--- src/rtl/hz_pkg.sv ---
// Shared types for the hazard stall controller.
// Assumes a 32-entry register file in which index 0 reads as a constant.
package hz_pkg;
    localparam int REG_AW = 5;

    typedef logic [REG_AW-1:0] reg_idx_t;

    // Per-stage record of an instruction in flight, as seen by hazard logic.
    typedef struct packed {
        logic     valid;
        reg_idx_t rd;
        logic     wr;
        logic     load;
    } stage_t;

    // True when stage s will write the register that source rs reads.
    function automatic logic src_hit(input stage_t s, input reg_idx_t rs,
                                     input logic used);
        return s.valid && s.wr && (s.rd != '0) && used && (s.rd == rs);
    endfunction
endpackage

--- src/rtl/hz_track.sv ---
// Shadow of the pipeline behind decode: execute and memory records plus the
// writeback valid bit. A bubble request loads an empty record into execute.
// Assumes the real pipeline registers past decode never stall.
module hz_track
    import hz_pkg::*;
(
    input  logic   clk,
    input  logic   rst_n,
    input  logic   bubble,
    input  stage_t id_stage,
    output stage_t ex_q,
    output stage_t mem_q,
    output logic   wb_valid_q
);
    // Advance every record one stage per clock; reset empties the pipe.
    always_ff @(posedge clk) begin
        if (!rst_n) begin
            ex_q       <= '0;
            mem_q      <= '0;
            wb_valid_q <= 1'b0;
        end else begin
            ex_q       <= bubble ? '0 : id_stage;
            mem_q      <= ex_q;
            wb_valid_q <= mem_q.valid;
        end
    end

    AST_BUBBLE_EMPTY: assert property (@(posedge clk) disable iff (!rst_n)
        $past(bubble) |-> !ex_q.valid);
endmodule

--- src/rtl/hz_detect.sv ---
// Combinational hazard check of the decode sources against older stages.
// FORWARD=0: any writer in execute or memory blocks (writeback is written
// before the register file is read). FORWARD=1: only a load in execute blocks.
module hz_detect
    import hz_pkg::*;
#(
    parameter bit FORWARD = 1'b0
) (
    input  logic     clk,
    input  logic     rst_n,
    input  logic     id_valid,
    input  reg_idx_t id_rs1,
    input  logic     id_rs1_used,
    input  reg_idx_t id_rs2,
    input  logic     id_rs2_used,
    input  stage_t   ex_q,
    input  stage_t   mem_q,
    output logic     stall
);
    localparam int NCHK = 2;

    stage_t     chk [NCHK];
    logic [NCHK-1:0] hit;

    assign chk[0] = ex_q;
    assign chk[1] = mem_q;

    // One comparator pair per older stage; the policy masks stages and kinds.
    for (genvar i = 0; i < NCHK; i++) begin : g_stage
        localparam bit STAGE_ON = FORWARD ? (i == 0) : 1'b1;
        always_comb begin
            hit[i] = STAGE_ON
                  && (!FORWARD || chk[i].load)
                  && (src_hit(chk[i], id_rs1, id_rs1_used)
                   || src_hit(chk[i], id_rs2, id_rs2_used));
        end
    end

    assign stall = id_valid && (hit != '0);

    AST_IDLE_NO_STALL: assert property (@(posedge clk) disable iff (!rst_n)
        !id_valid |-> !stall);

    if (FORWARD) begin : g_fwd_chk
        AST_LOAD_ONLY: assert property (@(posedge clk) disable iff (!rst_n)
            stall |-> (ex_q.valid && ex_q.load));
    end else begin : g_nofwd_chk
        AST_PRODUCER_AHEAD: assert property (@(posedge clk) disable iff (!rst_n)
            stall |-> (ex_q.valid || mem_q.valid));
    end
endmodule

--- src/rtl/hz_counter.sv ---
// Saturating event counter with synchronous active-low clear.
// Assumes at most one event per clock.
module hz_counter #(
    parameter int W = 32
) (
    input  logic         clk,
    input  logic         rst_n,
    input  logic         inc,
    output logic [W-1:0] cnt
);
    localparam logic [W-1:0] TOP = {W{1'b1}};

    // Count events and stop at the ceiling.
    always_ff @(posedge clk) begin
        if (!rst_n)
            cnt <= '0;
        else if (inc && cnt != TOP)
            cnt <= cnt + 1'b1;
    end

    AST_NO_OVERFLOW: assert property (@(posedge clk) disable iff (!rst_n)
        $past(cnt) == TOP |-> cnt == TOP);
    AST_SINGLE_STEP: assert property (@(posedge clk) disable iff (!rst_n)
        (cnt == $past(cnt)) || (cnt == $past(cnt) + 1'b1));
endmodule

--- src/rtl/hz_stall_ctrl.sv ---
// Hazard detection and stall control for a five-stage in-order pipeline.
// Freezes PC and fetch/decode and requests a decode/execute bubble when the
// decode instruction needs a value that cannot yet be supplied. Counts
// retired instructions and stall cycles.
// Assumes the decode fields are valid early in the cycle and that all
// enables and the bubble take effect at the next rising edge.
module hz_stall_ctrl
    import hz_pkg::*;
#(
    parameter bit FORWARD = 1'b0,
    parameter int CNT_W   = 32
) (
    input  logic                 clk,
    input  logic                 rst_n,
    input  logic                 id_valid,
    input  logic [REG_AW-1:0]    id_rs1,
    input  logic                 id_rs1_used,
    input  logic [REG_AW-1:0]    id_rs2,
    input  logic                 id_rs2_used,
    input  logic [REG_AW-1:0]    id_rd,
    input  logic                 id_reg_write,
    input  logic                 id_is_load,
    output logic                 pc_en,
    output logic                 ifid_en,
    output logic                 idex_bubble,
    output logic [CNT_W-1:0]     retired_cnt,
    output logic [CNT_W-1:0]     stall_cnt
);
    stage_t id_stage;
    stage_t ex_q;
    stage_t mem_q;
    logic   wb_valid_q;
    logic   stall;

    // Pack the decode fields into the record that enters execute.
    always_comb begin
        id_stage.valid = id_valid;
        id_stage.rd    = id_rd;
        id_stage.wr    = id_reg_write;
        id_stage.load  = id_is_load;
    end

    hz_track u_track (
        .clk        (clk),
        .rst_n      (rst_n),
        .bubble     (stall),
        .id_stage   (id_stage),
        .ex_q       (ex_q),
        .mem_q      (mem_q),
        .wb_valid_q (wb_valid_q)
    );

    hz_detect #(.FORWARD(FORWARD)) u_detect (
        .clk         (clk),
        .rst_n       (rst_n),
        .id_valid    (id_valid),
        .id_rs1      (id_rs1),
        .id_rs1_used (id_rs1_used),
        .id_rs2      (id_rs2),
        .id_rs2_used (id_rs2_used),
        .ex_q        (ex_q),
        .mem_q       (mem_q),
        .stall       (stall)
    );

    hz_counter #(.W(CNT_W)) u_retired (
        .clk   (clk),
        .rst_n (rst_n),
        .inc   (wb_valid_q),
        .cnt   (retired_cnt)
    );

    hz_counter #(.W(CNT_W)) u_stalls (
        .clk   (clk),
        .rst_n (rst_n),
        .inc   (stall),
        .cnt   (stall_cnt)
    );

    assign pc_en       = !stall;
    assign ifid_en     = !stall;
    assign idex_bubble = stall;

    AST_FREEZE_BUBBLE: assert property (@(posedge clk) disable iff (!rst_n)
        idex_bubble |-> (!pc_en && !ifid_en));
    AST_STALL_COUNTED: assert property (@(posedge clk) disable iff (!rst_n)
        ($past(idex_bubble) && $past(stall_cnt) != {CNT_W{1'b1}})
        |-> stall_cnt != $past(stall_cnt));
endmodule

--- config.mk ---
export PLATFORM = sky130hd
export DESIGN_NAME = hz_stall_ctrl
export DESIGN_NICKNAME = d
export VERILOG_FILES = /design/src/rtl/hz_pkg.sv /design/src/rtl/hz_track.sv /design/src/rtl/hz_detect.sv /design/src/rtl/hz_counter.sv /design/src/rtl/hz_stall_ctrl.sv
export SDC_FILE = /design/constraint.sdc
export NUM_CORES = 1
export LEC_CHECK = 0
export BUFFER_PORTS_ARGS = -buffer_cell sky130_fd_sc_hd__buf_2
export CELL_PAD_IN_SITES_DETAIL_PLACEMENT = 0
export CELL_PAD_IN_SITES_GLOBAL_PLACEMENT = 1
export CORE_ASPECT_RATIO = 0.6
export CORE_MARGIN = 3
export CORE_UTILIZATION = 45
export CTS_BUF_LIST = sky130_fd_sc_hd__clkbuf_4 sky130_fd_sc_hd__clkbuf_8
export CTS_CLUSTER_DIAMETER = 30
export DETAILED_ROUTE_END_ITERATION = 6
export GPL_TIMING_DRIVEN = 0
export PLACE_DENSITY = 0.95
export SYNTH_ARGS = -nofsm -noshare
export SYNTH_HDL_FRONTEND = slang
export SYNTH_SLANG_ARGS = --single-unit
--- constraint.sdc ---
create_clock -name clk -period 5.5 [get_ports clk]
set_clock_uncertainty 0.05 [all_clocks]
set_input_delay 1.1 -clock clk [delete_from_list [all_inputs] [get_ports clk]]
set_output_delay 1.1 -clock clk [all_outputs]
set_load 0.1 [all_outputs]
==> flow_summary.json <==
{
  "outcome": "complete, no violations",
  "relSlewSlack_pct": 58.6,
  "cts_tree": "done",
  "criticalPathCategory": "input pin to output port",
  "dp_hpwl_microns": 8370,
  "hold_depth": 1,
  "die_x_microns": 127,
  "die_y_microns": 78.4,
  "max_cap_violations": 0,
  "use_met3_pct": 8.36,
  "synthArstFlopShare_pct": 0,
  "crit_chain": "buf_2, xnor2_1, nand4_1, o22ai_1, a22oi_1, buf_2, buf_1, buf_4, buf_2",
  "cp_num_buf_inv": 5,
  "ioPinCount": 89,
  "layout-drive-gt1-share_pct": 21.3,
  "synth.most_common_cell": "dfxtp_1",
  "synth.cell_area_sq_mm": 0.00393,
  "synth-simple-area-share_pct": 31.9,
  "clock_latency_ps": 360,
  "synth_cell_types": 44,
  "synth-edff-count": 0,
  "setup_viol": 0,
  "grt_max_degree": 14,
  "synth_xor_xnor_area_share_pct": 10.0,
  "cp_common_cell": "buf_2",
  "overflow": 0,
  "synth-seq-area-share_pct": 40.2,
  "synth-seq-cells": 79,
  "start_kind": "input pin",
  "grt_pass1_vias": 3695,
  "synthAdderAreaFrac_pct": 0.636,
  "holdBufCountCts": 0,
  "netlist.top_cell.by_area": "dfxtp_1",
  "dp.cells": 655,
  "cts_setup_buffers": 0,
  "synth.area.top_cells": "dfxtp_1 40%, xnor2_1 6.2%, nand4_1 4.6%, a21oi_1 3.9%, and3_1 3.8%",
  "slew_viol_final": 0,
  "area_growth_pct": 20.0,
  "start_util_pct": 48.2,
  "die-area_sq_mm": 0.00994,
  "reg2reg_from": "u_stalls.cnt[10]",
  "met1_usage_pct": 34.3,
  "clockRootBuffer": "clkbuf_8",
  "fp.coreArea_sq_mm": 0.00816,
  "powerDensity_mw_per_mm2": 238,
  "top_usage_layer": "met1",
  "synth_cells": 461,
  "worst_pin_slew_ps": 619,
  "reg2reg_depth": 7,
  "synth_top_area_share_pct": 40.2,
  "wire_per_inst_microns": 17.0,
  "antenna_found_initial": 0,
  "drt_wl_total_microns": 11400,
  "ant_nets": 0,
  "synth_top_flop_cell": "dfxtp_1",
  "tns_ps": 0,
  "endpoint_kind": "output port",
  "min_to": "u_track.wb_valid_q",
  "r2r_slack_ps": 2930,
  "synth_mux_area_share_pct": 1.02,
  "min_period_ps": 4490,
  "synth_compound_area_share_pct": 12.4,
  "synth_top_family_by_area": "simple AND/OR/NAND/NOR gates",
  "dpl_cell_area_sq_mm": 0.00450,
  "ir_drop_mv": 0.175,
  "critPathMaxStageDelay_ps": 460,
  "crit_family": "buffers and inverters",
  "port_buffers": 86,
  "final_area_sq_mm": 0.00472,
  "drt_first_pass_iters": 5,
  "max_freq_mhz": 223,
  "cts_buffer_depth": 2,
  "holdCritStartpoint": "u_track.mem_q[7]",
  "nNetsFinal": 582,
  "post_drt_via_cell_ratio": 5.85,
  "finalCritPeriodShare_pct": 81.5,
  "p_leak_nw": 1.86,
  "drt_iter0_drc": 338,
  "grt_setup_unrepaired": "false",
  "syn_nets": 485,
  "ys_top_cells_by_count": "79 x dfxtp_1, 35 x nor2_1, 31 x a21oi_1",
  "cts_sinks": 79,
  "syn-mean-instance-area_sq_um": 8.53,
  "gp_congestion": 0.891,
  "critPathArrivalTime_ps": 3340,
  "rows": 25,
  "required_ps": 4350,
  "clk_pin_slew_ps": 80,
  "layout.cells.non_filler": 671,
  "reg2reg_to": "u_stalls.cnt[8]",
  "grt_usage_pct": 23.6,
  "cp-startpoint": "id_rs2[2]",
  "cts_max_level": 3,
  "num_antenna_cells": 0,
  "drc": 0,
  "cts.repair.resized": 0,
  "met2_usage_pct": 33.5,
  "cts_buffers": 9,
  "vias": 3922,
  "critPathMaxFanout": 11,
  "hold_class": "flip-flop to flip-flop",
  "finalHoldViolCount": 0,
  "grt_pass1_wl_microns": 18900,
  "crit_slowest_cell": "buf_1",
  "yosysWarnings": 0
}
worst max-delay path by stage:
stage / endpoint / depth (start not counted)
global route: pc_en / 9
detailed placement: pc_en / 9
global placement: pc_en / 9
floorplan: idex_bubble / 7
CTS: pc_en / 9
finish: pc_en / 9
registers in the layout, indices dropped and copies added, names as in the netlist:
register / count
u_track.mem_q: 7
u_track.ex_q: 7
u_retired.cnt: 32
u_stalls.cnt: 32
u_track.wb_valid_q: 1
per-stage QoR:
stage / util, % / hold slack [ps] / worst slack [ps] / power [W]
6_report: 57.8 / 422 / 1010 / 0.00112
3_3_place_gp: 55.1 / 384 / 1030 / 0.000646
2_1_floorplan: - / 379 / 627 / 0.000626
5_1_grt: 57.8 / 449 / 877 / 0.00116
4_1_cts: 57.8 / 427 / 1010 / 0.00113
3_5_place_dp: 55.1 / 400 / 1020 / 0.000646
per-layer routing:
metal / wire length (microns) / vias to the layer above
met2: 4520 / 187
met3: 1140 / 14
met4: 112 / 0
met1: 5650 / 1837
li1: - / 1884
met5: 0 / -
cell usage in the layout (no fill, tap or decap), drive strengths merged, types with 2 or more instances in the layout:
cell type and instances:
nor4 6, mux2i 4, nand4 31, nor3 8, xnor2 28, o31a 2, clkbuf 28, or4 16
nor2 35, or3 12, a21oi 31, and4 8, o211ai 4, and3 24, inv 7, o31ai 19
clkinv 4, o21a 2, bufinv 2, o21ai 13, ha 2, and2 13, xor2 17, nor2b 3
nand2 24, o22ai 2, dfxtp 79, nand3 26, buf 97, nand2b 8
power by group:
part	internal (W)	switching (W)	leakage, nW
sequential	0.000577	0.00000540	0.639
combinational	0.0000211	0.0000303	1.11
clock	0.000266	0.000223	0.116
cells by family after synthesis:
logic type | Yosys count
DFF | 79
muxes | 4
AOI/OAI and AO/OA | 78
buffers and inverters | 36
adders and majority gates | 2
xor gates and xnor gates | 45
and+or+nand+nor | 217
final cells by class:
class,count,area (sq um)
clock buffer,10,138
sequential,79,1580
tap,108,135
fill,746,3440
clock inverter,6,83.8
buffer,29,126
inverter,7,26.3
multi-input combinational,346,2200
timing repair buffer,86,430
(Power assumes the default switching activity.)
